===== src/rtl/pkt_framer_pkg.sv =====
package pkt_framer_pkg;
   typedef enum logic [2:0] {
      PH_IDLE,
      PH_PRE,
      PH_ADDR,
      PH_CTRL,
      PH_PAY,
      PH_CRC
   } phase_t;

   localparam int PRE_BITS  = 8;
   localparam int BYTE_BITS = 8;
endpackage


===== src/rtl/pf_crc_step.sv =====
module pf_crc_step #(
   parameter int            W    = 8,
   parameter logic [W-1:0]  POLY = '0
) (
   input  logic [W-1:0] cur,
   input  logic         in_bit,
   output logic [W-1:0] nxt
);
   logic fb;
   assign fb  = in_bit ^ cur[W-1];
   assign nxt = {cur[W-2:0], 1'b0} ^ (fb ? POLY : {W{1'b0}});
endmodule


===== src/rtl/pf_pay_buf.sv =====
module pf_pay_buf #(
   parameter int DW = 8
) (
   input  logic          clk,
   input  logic          rst_n,
   input  logic          clr,
   input  logic          want,
   input  logic [DW-1:0] in_data,
   input  logic          in_valid,
   output logic          in_ready,
   input  logic          shift,
   input  logic          drain,
   output logic          out_bit,
   output logic          full
);
   logic [DW-1:0] sh_q;

   assign in_ready = want && !full;
   assign out_bit  = sh_q[DW-1];

   always_ff @(posedge clk or negedge rst_n) begin
      if (!rst_n) begin
         sh_q <= '0;
         full <= 1'b0;
      end else if (clr) begin
         full <= 1'b0;
      end else if (in_valid && in_ready) begin
         sh_q <= in_data;
         full <= 1'b1;
      end else if (shift) begin
         sh_q <= {sh_q[DW-2:0], 1'b0};
         if (drain) full <= 1'b0;
      end
   end
endmodule


===== src/rtl/pkt_framer.sv =====
module pkt_framer
   import pkt_framer_pkg::*;
#(
   parameter int          ADDR_MIN_B = 3,
   parameter int          ADDR_MAX_B = 5,
   parameter int          MAX_PAY    = 32,
   parameter int          LEN_W      = 6,
   parameter int          PID_W      = 2,
   parameter logic [7:0]  POLY8      = 8'h07,
   parameter logic [7:0]  INIT8      = 8'hFF,
   parameter logic [15:0] POLY16     = 16'h1021,
   parameter logic [15:0] INIT16     = 16'hFFFF,
   localparam int         AWB_W      = $clog2(ADDR_MAX_B + 1),
   localparam int         ABITS      = 8 * ADDR_MAX_B
) (
   input  logic             clk,
   input  logic             rst_n,
   input  logic             start,
   input  logic [AWB_W-1:0] addr_bytes,
   input  logic [ABITS-1:0] addr,
   input  logic             ctrl_en,
   input  logic             crc_en,
   input  logic             crc_long,
   input  logic             ack_en,
   input  logic             dyn_len,
   input  logic [LEN_W-1:0] pay_len,
   input  logic [PID_W-1:0] pkt_id,
   input  logic             no_ack,
   input  logic [7:0]       pay_data,
   input  logic             pay_valid,
   output logic             pay_ready,
   input  logic             bit_en,
   output logic             tx_bit,
   output logic             tx_valid,
   output logic             busy,
   output logic             done,
   output logic             reject
);
   localparam int CTRL_W = LEN_W + PID_W + 1;
   localparam int CNT_W  = $clog2(ABITS + CTRL_W + 17);
   localparam logic [AWB_W-1:0] AMIN = AWB_W'(ADDR_MIN_B);
   localparam logic [AWB_W-1:0] AMAX = AWB_W'(ADDR_MAX_B);
   localparam logic [LEN_W-1:0] LMAX = LEN_W'(MAX_PAY);
   localparam logic [CNT_W-1:0] C_BYTE = CNT_W'(BYTE_BITS);
   localparam logic [CNT_W-1:0] C_CTRL = CNT_W'(CTRL_W);
   localparam logic [CNT_W-1:0] C_PRE  = CNT_W'(PRE_BITS);
   localparam logic [CNT_W-1:0] C_C16  = CNT_W'(16);

   // elaboration-time parameter checks
   generate
      if (ADDR_MIN_B < 1 || ADDR_MAX_B < ADDR_MIN_B) begin : g_bad_aw
         $error("pkt_framer: address width range is empty");
      end
      if (MAX_PAY < 1 || MAX_PAY >= (1 << LEN_W)) begin : g_bad_len
         $error("pkt_framer: MAX_PAY must fit the length field");
      end
   endgenerate

   phase_t             phase;
   logic [CNT_W-1:0]   cnt;
   logic [ABITS-1:0]   ash;
   logic [CTRL_W-1:0]  ctl;
   logic [AWB_W-1:0]   aw_q;
   logic [LEN_W-1:0]   len_q, got, sent;
   logic               with_ctrl, with_crc, long_q, pre_bit;
   logic [15:0]        crc_q;
   logic               done_q, rej_q;

   logic               acc, ok, adv, last, cur_bit, pay_bit, pay_full;
   logic [AWB_W-1:0]   gap;
   logic [ABITS-1:0]   addr_al;
   logic [7:0]         nxt8;
   logic [15:0]        nxt16;

   assign acc     = start && (phase == PH_IDLE);
   assign ok      = (addr_bytes >= AMIN) && (addr_bytes <= AMAX) &&
                    (pay_len != '0) && (pay_len <= LMAX);
   assign gap     = AMAX - addr_bytes;
   assign addr_al = addr << {gap, 3'b000};

   assign busy     = (phase != PH_IDLE);
   assign tx_valid = busy && ((phase != PH_PAY) || pay_full);
   assign adv      = tx_valid && bit_en;
   assign last     = (cnt == CNT_W'(1));
   assign done     = done_q;
   assign reject   = rej_q;
   assign tx_bit   = cur_bit;

   always_comb begin
      case (phase)
         PH_PRE:  cur_bit = pre_bit ^ cnt[0];
         PH_ADDR: cur_bit = ash[ABITS-1];
         PH_CTRL: cur_bit = ctl[CTRL_W-1];
         PH_PAY:  cur_bit = pay_bit;
         PH_CRC:  cur_bit = long_q ? crc_q[15] : crc_q[7];
         default: cur_bit = 1'b0;
      endcase
   end

   pf_crc_step #(.W(8), .POLY(POLY8)) u_crc8 (
      .cur(crc_q[7:0]), .in_bit(cur_bit), .nxt(nxt8)
   );
   pf_crc_step #(.W(16), .POLY(POLY16)) u_crc16 (
      .cur(crc_q), .in_bit(cur_bit), .nxt(nxt16)
   );

   pf_pay_buf #(.DW(8)) u_buf (
      .clk(clk), .rst_n(rst_n), .clr(acc),
      .want(busy && (got != len_q)),
      .in_data(pay_data), .in_valid(pay_valid), .in_ready(pay_ready),
      .shift(adv && (phase == PH_PAY)), .drain(last),
      .out_bit(pay_bit), .full(pay_full)
   );

   always_ff @(posedge clk or negedge rst_n) begin
      if (!rst_n) begin
         got <= '0;
      end else if (acc) begin
         got <= '0;
      end else if (pay_valid && pay_ready) begin
         got <= got + LEN_W'(1);
      end
   end

   always_ff @(posedge clk or negedge rst_n) begin
      if (!rst_n) begin
         phase     <= PH_IDLE;
         cnt       <= '0;
         ash       <= '0;
         ctl       <= '0;
         aw_q      <= '0;
         len_q     <= '0;
         sent      <= '0;
         with_ctrl <= 1'b0;
         with_crc  <= 1'b0;
         long_q    <= 1'b0;
         pre_bit   <= 1'b0;
         crc_q     <= '0;
         done_q    <= 1'b0;
         rej_q     <= 1'b0;
      end else begin
         done_q <= 1'b0;
         rej_q  <= 1'b0;
         if (acc) begin
            if (ok) begin
               phase     <= PH_PRE;
               cnt       <= C_PRE;
               ash       <= addr_al;
               pre_bit   <= addr_al[ABITS-1];
               ctl       <= {pay_len, pkt_id, no_ack};
               aw_q      <= addr_bytes;
               len_q     <= pay_len;
               sent      <= '0;
               with_ctrl <= ctrl_en;
               with_crc  <= crc_en | ack_en | dyn_len;
               long_q    <= crc_long;
               crc_q     <= crc_long ? INIT16 : {8'h00, INIT8};
            end else begin
               rej_q <= 1'b1;
            end
         end else if (adv) begin
            cnt <= cnt - CNT_W'(1);
            if (phase == PH_ADDR || phase == PH_CTRL || phase == PH_PAY) begin
               crc_q <= long_q ? nxt16 : {8'h00, nxt8};
            end
            case (phase)
               PH_PRE: begin
                  if (last) begin
                     phase <= PH_ADDR;
                     cnt   <= CNT_W'({aw_q, 3'b000});
                  end
               end
               PH_ADDR: begin
                  ash <= {ash[ABITS-2:0], 1'b0};
                  if (last) begin
                     phase <= with_ctrl ? PH_CTRL : PH_PAY;
                     cnt   <= with_ctrl ? C_CTRL : C_BYTE;
                  end
               end
               PH_CTRL: begin
                  ctl <= {ctl[CTRL_W-2:0], 1'b0};
                  if (last) begin
                     phase <= PH_PAY;
                     cnt   <= C_BYTE;
                  end
               end
               PH_PAY: begin
                  if (last) begin
                     sent <= sent + LEN_W'(1);
                     if (sent == len_q - LEN_W'(1)) begin
                        if (with_crc) begin
                           phase <= PH_CRC;
                           cnt   <= long_q ? C_C16 : C_BYTE;
                        end else begin
                           phase  <= PH_IDLE;
                           done_q <= 1'b1;
                        end
                     end else begin
                        cnt <= C_BYTE;
                     end
                  end
               end
               PH_CRC: begin
                  crc_q <= {crc_q[14:0], 1'b0};
                  if (last) begin
                     phase  <= PH_IDLE;
                     done_q <= 1'b1;
                  end
               end
               default: ;
            endcase
         end
      end
   end
endmodule


===== config.mk =====
export PLATFORM = sky130hd
export DESIGN_NAME = pkt_framer
export DESIGN_NICKNAME = d
export VERILOG_FILES = /design/src/rtl/pkt_framer_pkg.sv /design/src/rtl/pf_crc_step.sv /design/src/rtl/pf_pay_buf.sv /design/src/rtl/pkt_framer.sv
export SDC_FILE = /design/constraint.sdc
export NUM_CORES = 1
export LEC_CHECK = 0
export ABC_AREA = 1
export BUFFER_PORTS_ARGS = -buffer_cell sky130_fd_sc_hd__buf_2
export CAP_MARGIN = 20
export CORE_UTILIZATION = 50
export CTS_BUF_LIST = sky130_fd_sc_hd__clkbuf_16
export CTS_CLUSTER_DIAMETER = 120
export CTS_CLUSTER_SIZE = 10
export DETAILED_ROUTE_END_ITERATION = 12
export GPL_ROUTABILITY_DRIVEN = 0
export PLACE_DENSITY = 0.8
export SYNTH_ARGS = -nofsm -noshare
export SYNTH_HDL_FRONTEND = slang
export SYNTH_SLANG_ARGS = --single-unit
export TNS_END_PERCENT = 20

===== constraint.sdc =====
create_clock -name clk -period 2.6 [get_ports clk]
set_input_delay 0.13 -clock clk [delete_from_list [all_inputs] [get_ports clk]]
set_output_delay 0.13 -clock clk [all_outputs]
set_load 0.01 [all_outputs]

# == Yosys cells after proc, flatten, opt, wreduce, memory -nomap -nowiden ==
# Cells that the tools add are included.
# op_classes
addsub,5
magnitude_cmp,3
eq_ne,16
shift,1
muxes,65
n_bitwise,8
reduce_logical,37
# op_table
operator,count
40-bit two-way mux,4
16-bit two-way mux,7
7-bit two-way mux,9
6-bit two-way mux,7
40-bit by 6-bit << shifter with 40-bit output,1
3-bit two-way mux,12
9-bit two-way mux,4
7-bit case mux with 4 select lines,1
"3-bit != test, second input constant",6
8-bit two-way mux,2
16-bit bitwise XOR,1
3-bit case mux with 5 select lines,1
1-bit two-way mux,14
2-bit nonzero test,7
13-bit two-way mux,1
"6-bit by 1-bit adder with 6-bit output, second input constant",2
3-bit nonzero test,4
6-bit nonzero test,2
1-bit logical AND,10
3-bit AND reduction,3
9-bit AND reduction,1
2-bit AND reduction,4
8-bit bitwise XOR,1
"7-bit by 1-bit equality test with 1-bit output, second input constant",1
23 further kinds,30
# word_totals
regBits,111
in_bits,70
output_inout_bits,6
elab_cells,152

# == Depth between registers and ports, before layout ==
# Gate-level depths: netlist of run 1.
# logic_depth
ltp_word,10
ltp_mapped,14

# == Cells and area by module ==
# Synthesis of run 1 repeated with hierarchy kept, for this count alone.
# hier_totals
hier_cells,975
area_unflattened_um2,6962.9
# modules_own_cells
mod,instances,cells_per_inst,area_each_um2,seq_area_each_um2
pkt_framer,1,858,6167.2,2552.4
pf_pay_buf,1,67,523.0,225.2
pf_crc_step (u_crc16),1,29,166.4,0.0
pf_crc_step (u_crc8),1,21,106.4,0.0

# == Worst setup path before layout of run 1 ==
# OpenSTA, ideal clock, no wires.
# synth_path
path_type,reg2reg
startpoint,register phase[1]
endpoint,register ctl[8]
arrival_time_ns,1.577
path_slack_ns,0.897
path_stages_with_launch,10
n_path_buf,1
period_less_slack_ns,1.703
path_cell_list,dfrtp_1 -> nor2_4 -> nand2_2 -> nor2_8 -> nand3_4 -> nand2_4 -> inv_2 -> a21oi_4 -> buf_6 -> o21ai_0
# synth_via
elab_cells_between_ends,13
# synth_rtl
item,line_no,source
start: declaration,pkt_framer.sv:59,phase_t phase;
start signal: assignment,pkt_framer.sv:176,phase <= with_ctrl ? PH_CTRL : PH_PAY;
3-bit nonzero test,pkt_framer.sv:81,assign busy = (phase != PH_IDLE);
net busy,pkt_framer.sv:35,"output logic busy,"
1-bit logical AND,pkt_framer.sv:82,assign tx_valid = busy && ((phase != PH_PAY) || pay_full);
1-bit logical AND,pkt_framer.sv:83,assign adv = tx_valid && bit_en;
2-bit nonzero test (no source line),-,
3-bit AND reduction (no source line),-,
end signal: assignment,pkt_framer.sv:150,"ctl <= {pay_len, pkt_id, no_ack};"
end signal: assignment,pkt_framer.sv:181,"ctl <= {ctl[CTRL_W-2:0], 1'b0};"
end: declaration,pkt_framer.sv:62,logic [CTRL_W-1:0] ctl;
# The timed path passes the listed nets, and every way through them passes these cells.
# A chain may end at the register's enable or synchronous reset.

# == Final worst setup path of run 1 ==
# layout_path
startpoint,register phase[1]
endpoint,register ash[9]
# layout_via
elab_chain_len,6
elab_cells_between_ends,13
# layout_lines
item,line_no,source
3-bit != test,pkt_framer.sv:82,
1-bit logical OR,pkt_framer.sv:82,
1-bit logical AND,pkt_framer.sv:82,
1-bit logical AND,pkt_framer.sv:83,
2-bit nonzero test (no source line),-,
3-bit AND reduction (no source line),-,
end signal: assignment,pkt_framer.sv:148,ash <= addr_al;
end signal: assignment,pkt_framer.sv:174,"ash <= {ash[ABITS-2:0], 1'b0};"
end: declaration,pkt_framer.sv:61,logic [ABITS-1:0] ash;
# Parallel ways exist; a longest one is shown, timed or not.

==> results of run 1 <==
[worst max path at each step]
stage	from	end	cells past startpoint
finish	phase[1]	ash[9]	9
detailed placement	phase[1]	ash[9]	9
global route	phase[1]	ash[13]	9
global placement	phase[1]	ash[21]	9
floorplan	phase[1]	ctl[8]	9
CTS	phase[1]	ash[9]	9
[kinds of logic after synthesis]
logic type,after synthesis
fa+ha+maj,7
compound gates,230
simple gates,395
buf+inv,156
mux,2
xor+xnor,17
flops,111
[area by class of cell]
cell class,instances,area (um^2)
multi-input combinational,651,3220
inverter,119,449
clock buffer,9,225
fill,1177,5350
sequential,111,2780
clock inverter,6,46.3
timing repair buffer,87,485
tap,172,215
[cells in the mapped netlist (2+ instances only)]
master / instances
nor2_4: 3
xnor2_1: 4
o211ai_1: 8
nand2_2: 5
ha_1: 7
inv_2: 7
nand4_1: 12
a21oi_1: 37
o21ai_1: 39
o22ai_1: 6
mux2i_1: 2
nor2_1: 65
dfrtp_1: 111
buf_4: 4
inv_1: 111
buf_1: 2
a22oi_1: 19
buf_2: 9
xor2_1: 13
o21ai_0: 104
clkbuf_1: 21
nand2_1: 253
nor2_2: 2
nor3_1: 4
nand3_1: 43
a32oi_1: 7
o31ai_1: 2
[cells in the final DEF (no fill, tap or decap), types with 2 or more instances in the layout]
| cell | count |
|---|---|
| a32oi_1 | 7 |
| ha_1 | 7 |
| nand2_2 | 5 |
| xnor2_1 | 4 |
| o21ai_1 | 39 |
| nand4_1 | 12 |
| o31ai_1 | 2 |
| inv_2 | 7 |
| dlygate4sd3_1 | 2 |
| o211ai_1 | 8 |
| a22oi_1 | 19 |
| dfrtp_1 | 111 |
| nor3_1 | 4 |
| inv_6 | 2 |
| nand2_1 | 253 |
| xor2_1 | 13 |
| buf_4 | 10 |
| nor2_2 | 2 |
| nor2_4 | 3 |
| buf_2 | 74 |
| o22ai_1 | 6 |
| nand3_1 | 43 |
| inv_1 | 112 |
| nor2_1 | 65 |
| clkbuf_16 | 9 |
| o21ai_0 | 104 |
| mux2i_1 | 2 |
| a21oi_1 | 37 |
| clkinv_4 | 2 |
[routing by layer]
layer | global-route usage (%) | vias up
li1 | - | 3117
met4 | 7.85 | 0
met5 | 0 | -
met2 | 41.0 | 179
met3 | 5.15 | 26
met1 | 31.8 | 2825
[critical path, delay by kind of cell, from the launching register on]
family / cells / cell delay [ns]
AND/OR/NAND/NOR: 6 / 1.15
AO/OA/AOI/OAI: 2 / 0.32
buffers and inverters: 1 / 0.33
flip-flops: 1 / 0.45
[state kept, by name, summed over array words and instances (netlist names), 6 cells and up]
| name | count |
|---|---|
| ash | 40 |
| cnt | 7 |
| crc_q | 16 |
| ctl | 9 |
| got | 6 |
| len_q | 6 |
| sent | 6 |
| u_buf.sh_q | 8 |
[repair_timing]
| item | in CTS | in global routing |
|---|---|---|
| hold endpoints to repair | 25 | 0 |
| resized for setup | 0 | 0 |
| hold buffers | 2 | 0 |
| buffers inserted | 0 | 0 |
[where the power goes]
| group | internal, W | switching (W) |
|---|---|---|
| sequential | 0.00244 | 0.000482 |
| combinational | 0.00122 | 0.00220 |
| clock | 0.000652 | 0.000634 |
| total | 0.00431 | 0.00332 |
[through the flow]
| stage | std cells | power (W) | worst slack, ns | hold slack, ns |
|---|---|---|---|---|
| after detailed placement | 1138 | 0.00634 | 0.265 | 0.0650 |
| after CTS | 1155 | 0.00765 | 0.242 | 0.0139 |
| final | 1155 | 0.00764 | 0.227 | 0.0220 |
| after floorplan | 918 | 0.00548 | 0.897 | -0.166 |
| after global placement | 1138 | 0.00624 | 0.348 | 0.0593 |
| after global routing | 1155 | 0.00832 | 0.00588 | 0.0442 |
==> reports/metrics.yaml, run 1 <==
finish:
  fin_nets: 1056
  final_cell_area_mm2: 0.00742
  diodes: 0
  layout-drive-gt1-share_pct: 12.8
  area_growth_syn_to_layout_pct: 12.1
  fin_util_pct: 58.1
grt:
  grt_pass1_vias: 5525
  gr-total-overflow: 0
  antenna_found_initial: 0
  track_usage_pct: 24.5
  grt_pass1_wl_um: 25800
  grt_max_degree: 88
place:
  dp_hpwl_um: 11700
  place_area_mm2: 0.00713
  io_buffers: 75
worst_hold_path:
  hold_path_depth: 3
  whs_endpoint: "u_buf.sh_q[0]"
  worstHoldPathType: "input pin to flop"
  hold_start: "pay_data[0]"
timing:
  hold_viol_final: 0
  fin_crit_sh_pct: 91.3
  rsz0062_at_grt: "false"
  finClkSkew_ns: 0.00809
  min_period_ns: 2.37
  fmax_mhz: 421
  finalMaxSlewViolations: 0
  relSlewSlack_pct: 44.4
  setup_viol: 0
  max_slew.worst_pin.slew_ns: 0.831
  tns_ns: 0
floorplanning:
  rows: 41
  fp.dieW_um: 117
  core-area_mm2: 0.0128
  io_pins: 76
  dieArea_mm2: 0.0137
  initial_utilization_pct: 51.8
  dieHeight_um: 117
drt:
  drtIter0Drc: 385
  routed_wl_um: 15900
  routedWlPerCell_um: 13.7
  wl_met2_um: 7670
  avgViaCountPerCell: 5.32
  drt-pass1-iter-count: 8
  wl_met1_um: 7120
  met3_length_um: 743
  ant_nets: 0
  dr_total_vias: 6147
  drcViolationCount: 0
  top_layer: "met4"
setup_path:
  worst_ep_arrival_time_ns: 2.60
  r2r_start: "phase[1]"
  rrSetupSlack_ns: 0.23
  crit_path_end_kind: "flop"
  crit_chain: "nor2_4 -> nand2_2 -> nor2_8 -> nand3_4 -> nand2_4 -> o21ai_4 -> buf_4 -> nand2_1 -> o21ai_1"
  cp_slowest_cell: "dfrtp_1"
  worst_ep_required_time_ns: 2.83
  r2r-end: "ash[9]"
  setup.worst_path.class: "flop to flop"
  reg2reg_depth: 9
  cp_max_fo: 33
  startpoint_type: "flop"
  cpPeakStageDelay_ns: 0.45
power_and_ir_drop:
  power.density_mw_per_mm2: 1030
  peakVddDrop_mv: 0.508
  power.leakage_nw: 3.69
yosys:
  ys.flop_type: "dfrtp_1"
  yosys_warnings: 0
  synth-adder-area-share_pct: 1.32
  synth-seq-cells: 111
  yosys.area.top_type_share_pct: 42.0
  synthDistinctLibCells: 45
  ys_async_sr_fraction_pct: 100
  synth_edf_count: 0
  postSynthCellCount: 918
  yosysSeqAreaShare_pct: 42.0
  muxShareOfSynthArea_pct: 0.302
  yosysTopAreaCell: "dfrtp_1"
  synthXorXnorAreaFrac_pct: 2.25
  synthSimpleGateAreaFrac_pct: 25.2
  syn_area_per_cell_um2: 7.21
  synth_compound_area_share_pct: 19.6
  synth_top_family_by_area: "simple AND/OR/NAND/NOR gates"
  netlist_area_mm2: 0.00662
  synth_nets: 995
  ys_top_cells_by_area: "dfrtp_1, nand2_1, o21ai_0"
status:
  status: "completed"
clock_tree:
  clock_sinks: 111
  clock_latency_ns: 0.35
  cts_tree: "built"
  clk_pin_slew_ns: 0.07
  numCtsBuffers: 9
  cts-root-buf: "clkbuf_16"
  cts_buffer_depth: 2
  cts_htree_levels: 3
job:
  max-cap-violations: 0
No activity file was read; power rests on OpenSTA's default activity.
==> inputs of run 2 (changes only) <==
- CTS_BUF_LIST: sky130_fd_sc_hd__clkbuf_16 -> sky130_fd_sc_hd__clkbuf_4 sky130_fd_sc_hd__clkbuf_8
==> run 2 against run 1 <==
Wire length shrank 0.54%; largest power group unchanged; hold slack lost 0.013 ns; clock skew up 0.0054 ns; critical path type unchanged; worst setup slack got worse by 0.020 ns; non-clock buffer count grew 3; critical endpoint unchanged; sequential cell count is the same; maximum frequency is 0.84% lower; final cell count up 0.26%; total power fell by 4.3%.
==> reports/metrics.yaml, run 2 (synthesis results as in run 1) <==
setup_path:
  setup.worst_path.class: "flop to flop"
  worst_ep_arrival_time_ns: 2.66  # +0.06 ns
  cp_max_fo: 33  # unchanged
  critPathBufInv: 1  # unchanged
  cpPeakStageDelay_ns: 0.46  # about the same
  worst_ep_required_time_ns: 2.86  # +0.03 ns
  crit_family: "simple AND/OR/NAND/NOR gates"
  startpoint_type: "flop"
  cp_slowest_cell: "dfrtp_1"
  crit_path_end_kind: "flop"
  crit_chain: "nor2_4 -> nand2_2 -> nor2_8 -> nand3_4 -> nand2_4 -> o21ai_4 -> buf_4 -> nand2_1 -> o21ai_1"
grt:
  grt_pass1_vias: 5511  # -0.25%
  grt_max_degree: 88  # unchanged
  met2_usage_pct: 40.6  # -0.36 points
  track_usage_pct: 24.4  # -0.11 points
  gr-total-overflow: 0  # unchanged
  grt_pass1_wl_um: 25600  # -0.51%
  antenna_found_initial: 0  # unchanged
  met1_usage_pct: 31.8  # about the same
  top_usage_layer: "met2"
  use_met3_pct: 4.84  # -0.31 points
floorplanning:
  dieArea_mm2: 0.0137  # unchanged
  core-area_mm2: 0.0128  # unchanged
  dieHeight_um: 117  # unchanged
  rows: 41  # unchanged
  initial_utilization_pct: 51.8  # unchanged
  io_pins: 76  # unchanged
  fp.dieW_um: 117  # unchanged
clock_tree:
  cts_tree: "built"
  cts_htree_levels: 3  # unchanged
  clk_pin_slew_ns: 0.11  # +0.04 ns
  cts_resized: 0  # unchanged
  cts_buffer_depth: 2  # unchanged
  clock_sinks: 111  # unchanged
  numCtsBuffers: 9  # unchanged
  cts-root-buf: "clkbuf_8"
  clock_latency_ns: 0.39  # +0.04 ns
job:
  max-cap-violations: 0  # unchanged
timing:
  fin_crit_sh_pct: 92.0  # +0.77 points
  holdWs_ns: 0.00895  # -0.0130 ns
  max_slew.worst_pin.slew_ns: 0.837  # +0.00552 ns
  fmax_mhz: 418  # -0.84%
  finalMaxSlewViolations: 0  # unchanged
  min_period_ns: 2.39  # +0.0201 ns
  relSlewSlack_pct: 44.0  # -0.37 points
  worst_slack_ns: 0.207  # -0.0201 ns
  setup_viol: 0  # unchanged
  tns_ns: 0  # unchanged
  rsz0062_at_grt: "false"
  finClkSkew_ns: 0.0135  # +0.00539 ns
  hold_viol_final: 0  # unchanged
power_and_ir_drop:
  power.density_mw_per_mm2: 993  # -3.5%
  power.leakage_nw: 3.66  # -0.93%
  peakVddDrop_mv: 0.445  # -12%
  total_power_w: 0.00730  # -4.3%
drt:
  drtIter0Drc: 406  # +5.5%
  routed_wl_um: 15800  # -0.54%
  drt-pass1-iter-count: 5  # -3
  routedWlPerCell_um: 13.6  # -0.80%
  avgViaCountPerCell: 5.29  # -0.62%
  dr_total_vias: 6125  # -0.36%
  ant_nets: 0  # unchanged
  drcViolationCount: 0  # unchanged
finish:
  top_regs: "ash: 40 flops, crc_q: 16 flops, ctl: 9 flops"
  largest_reg_flops: 40  # unchanged
  area_growth_syn_to_layout_pct: 11.1
  final_cell_area_mm2: 0.00735  # -0.91%
  largest_register: "ash"
  layout-drive-gt1-share_pct: 12.9  # +0.062 points
  ff_latch_area_mm2: 0.00278  # unchanged
  layout_common_cells: "nand2_1, inv_1, dfrtp_1"
  diodes: 0  # unchanged
  multi_input_area_mm2: 0.00322  # unchanged
  layout_commonest_cell: "nand2_1"
  nFillCells: 1195  # +1.5%
  fin_nets: 1059  # +0.28%
place:
  dp_hpwl_um: 11700  # unchanged
  place_area_mm2: 0.00713  # unchanged
  place_ws_ns: 0.265  # unchanged
  io_buffers: 75  # unchanged
worst_hold_path:
  worstHoldPathType: "input pin to flop"
status:
  status: "completed"
-- run 2: area by class of cell --
class | instances | share of cell area, %
tap | 172 | 2.93
multi-input combinational | 651 | 43.8
timing repair buffer | 90 | 7.01
clock buffer | 10 | 1.79
sequential | 111 | 37.8
inverter | 119 | 6.11
clock inverter | 5 | 0.579
-- run 2: report_power, final --
group	leakage, nW	internal, W	switching [W]
clock	0.0868	0.000365	0.000598
sequential	1.41	0.00244	0.000482
combinational	2.16	0.00122	0.00220
total	3.66	0.00403	0.00328
-- run 2: worst paths after layout --
kind,startpoint,endpoint,slack [ns],cells after the start
worst max-delay path,phase[1],ash[9],0.21,9
worst min-delay path,pay_len[3],len_q[3],0.009,3
worst max register to register,phase[1],ash[9],0.21,9
worst min register to register,u_buf.sh_q[2],u_buf.sh_q[2],0.49,2
max in group asynchronous,rst_n,ash[30],1.66,3
min in group asynchronous,rst_n,u_buf.sh_q[0],0.18,2
-- run 2: repair_timing --
| action | CTS | global route |
|---|---|---|
| hold buffers | 5 | 0 |
| hold endpoints to repair | 28 | 0 |
| setup buffers | 0 | 0 |
-- run 2: routing by layer --
layer	wire length, um	vias up	share of wire (%)
met2	7560	177	48
met3	826	29	5.2
met5	0	-	0
li1	-	3122	-
met1	7040	2797	45
met4	359	0	2.3
-- run 2: stage by stage --
step                      utilization (%)  std cells
after detailed placement             55.8       1138
after global routing                 57.6       1158
after CTS                            57.6       1158
after global placement               55.8       1138
final                                57.6       1158
after floorplan                         -        918
-- run 2: worst register-to-register path, stage by stage, from the launching register on --
cell and delay (ns):
dfrtp_1 0.46, nor2_4 0.18, nand2_2 0.12, nor2_8 0.32, nand3_4 0.25, nand2_4 0.21, o21ai_4 0.25, buf_4 0.33
nand2_1 0.09, o21ai_1 0.07
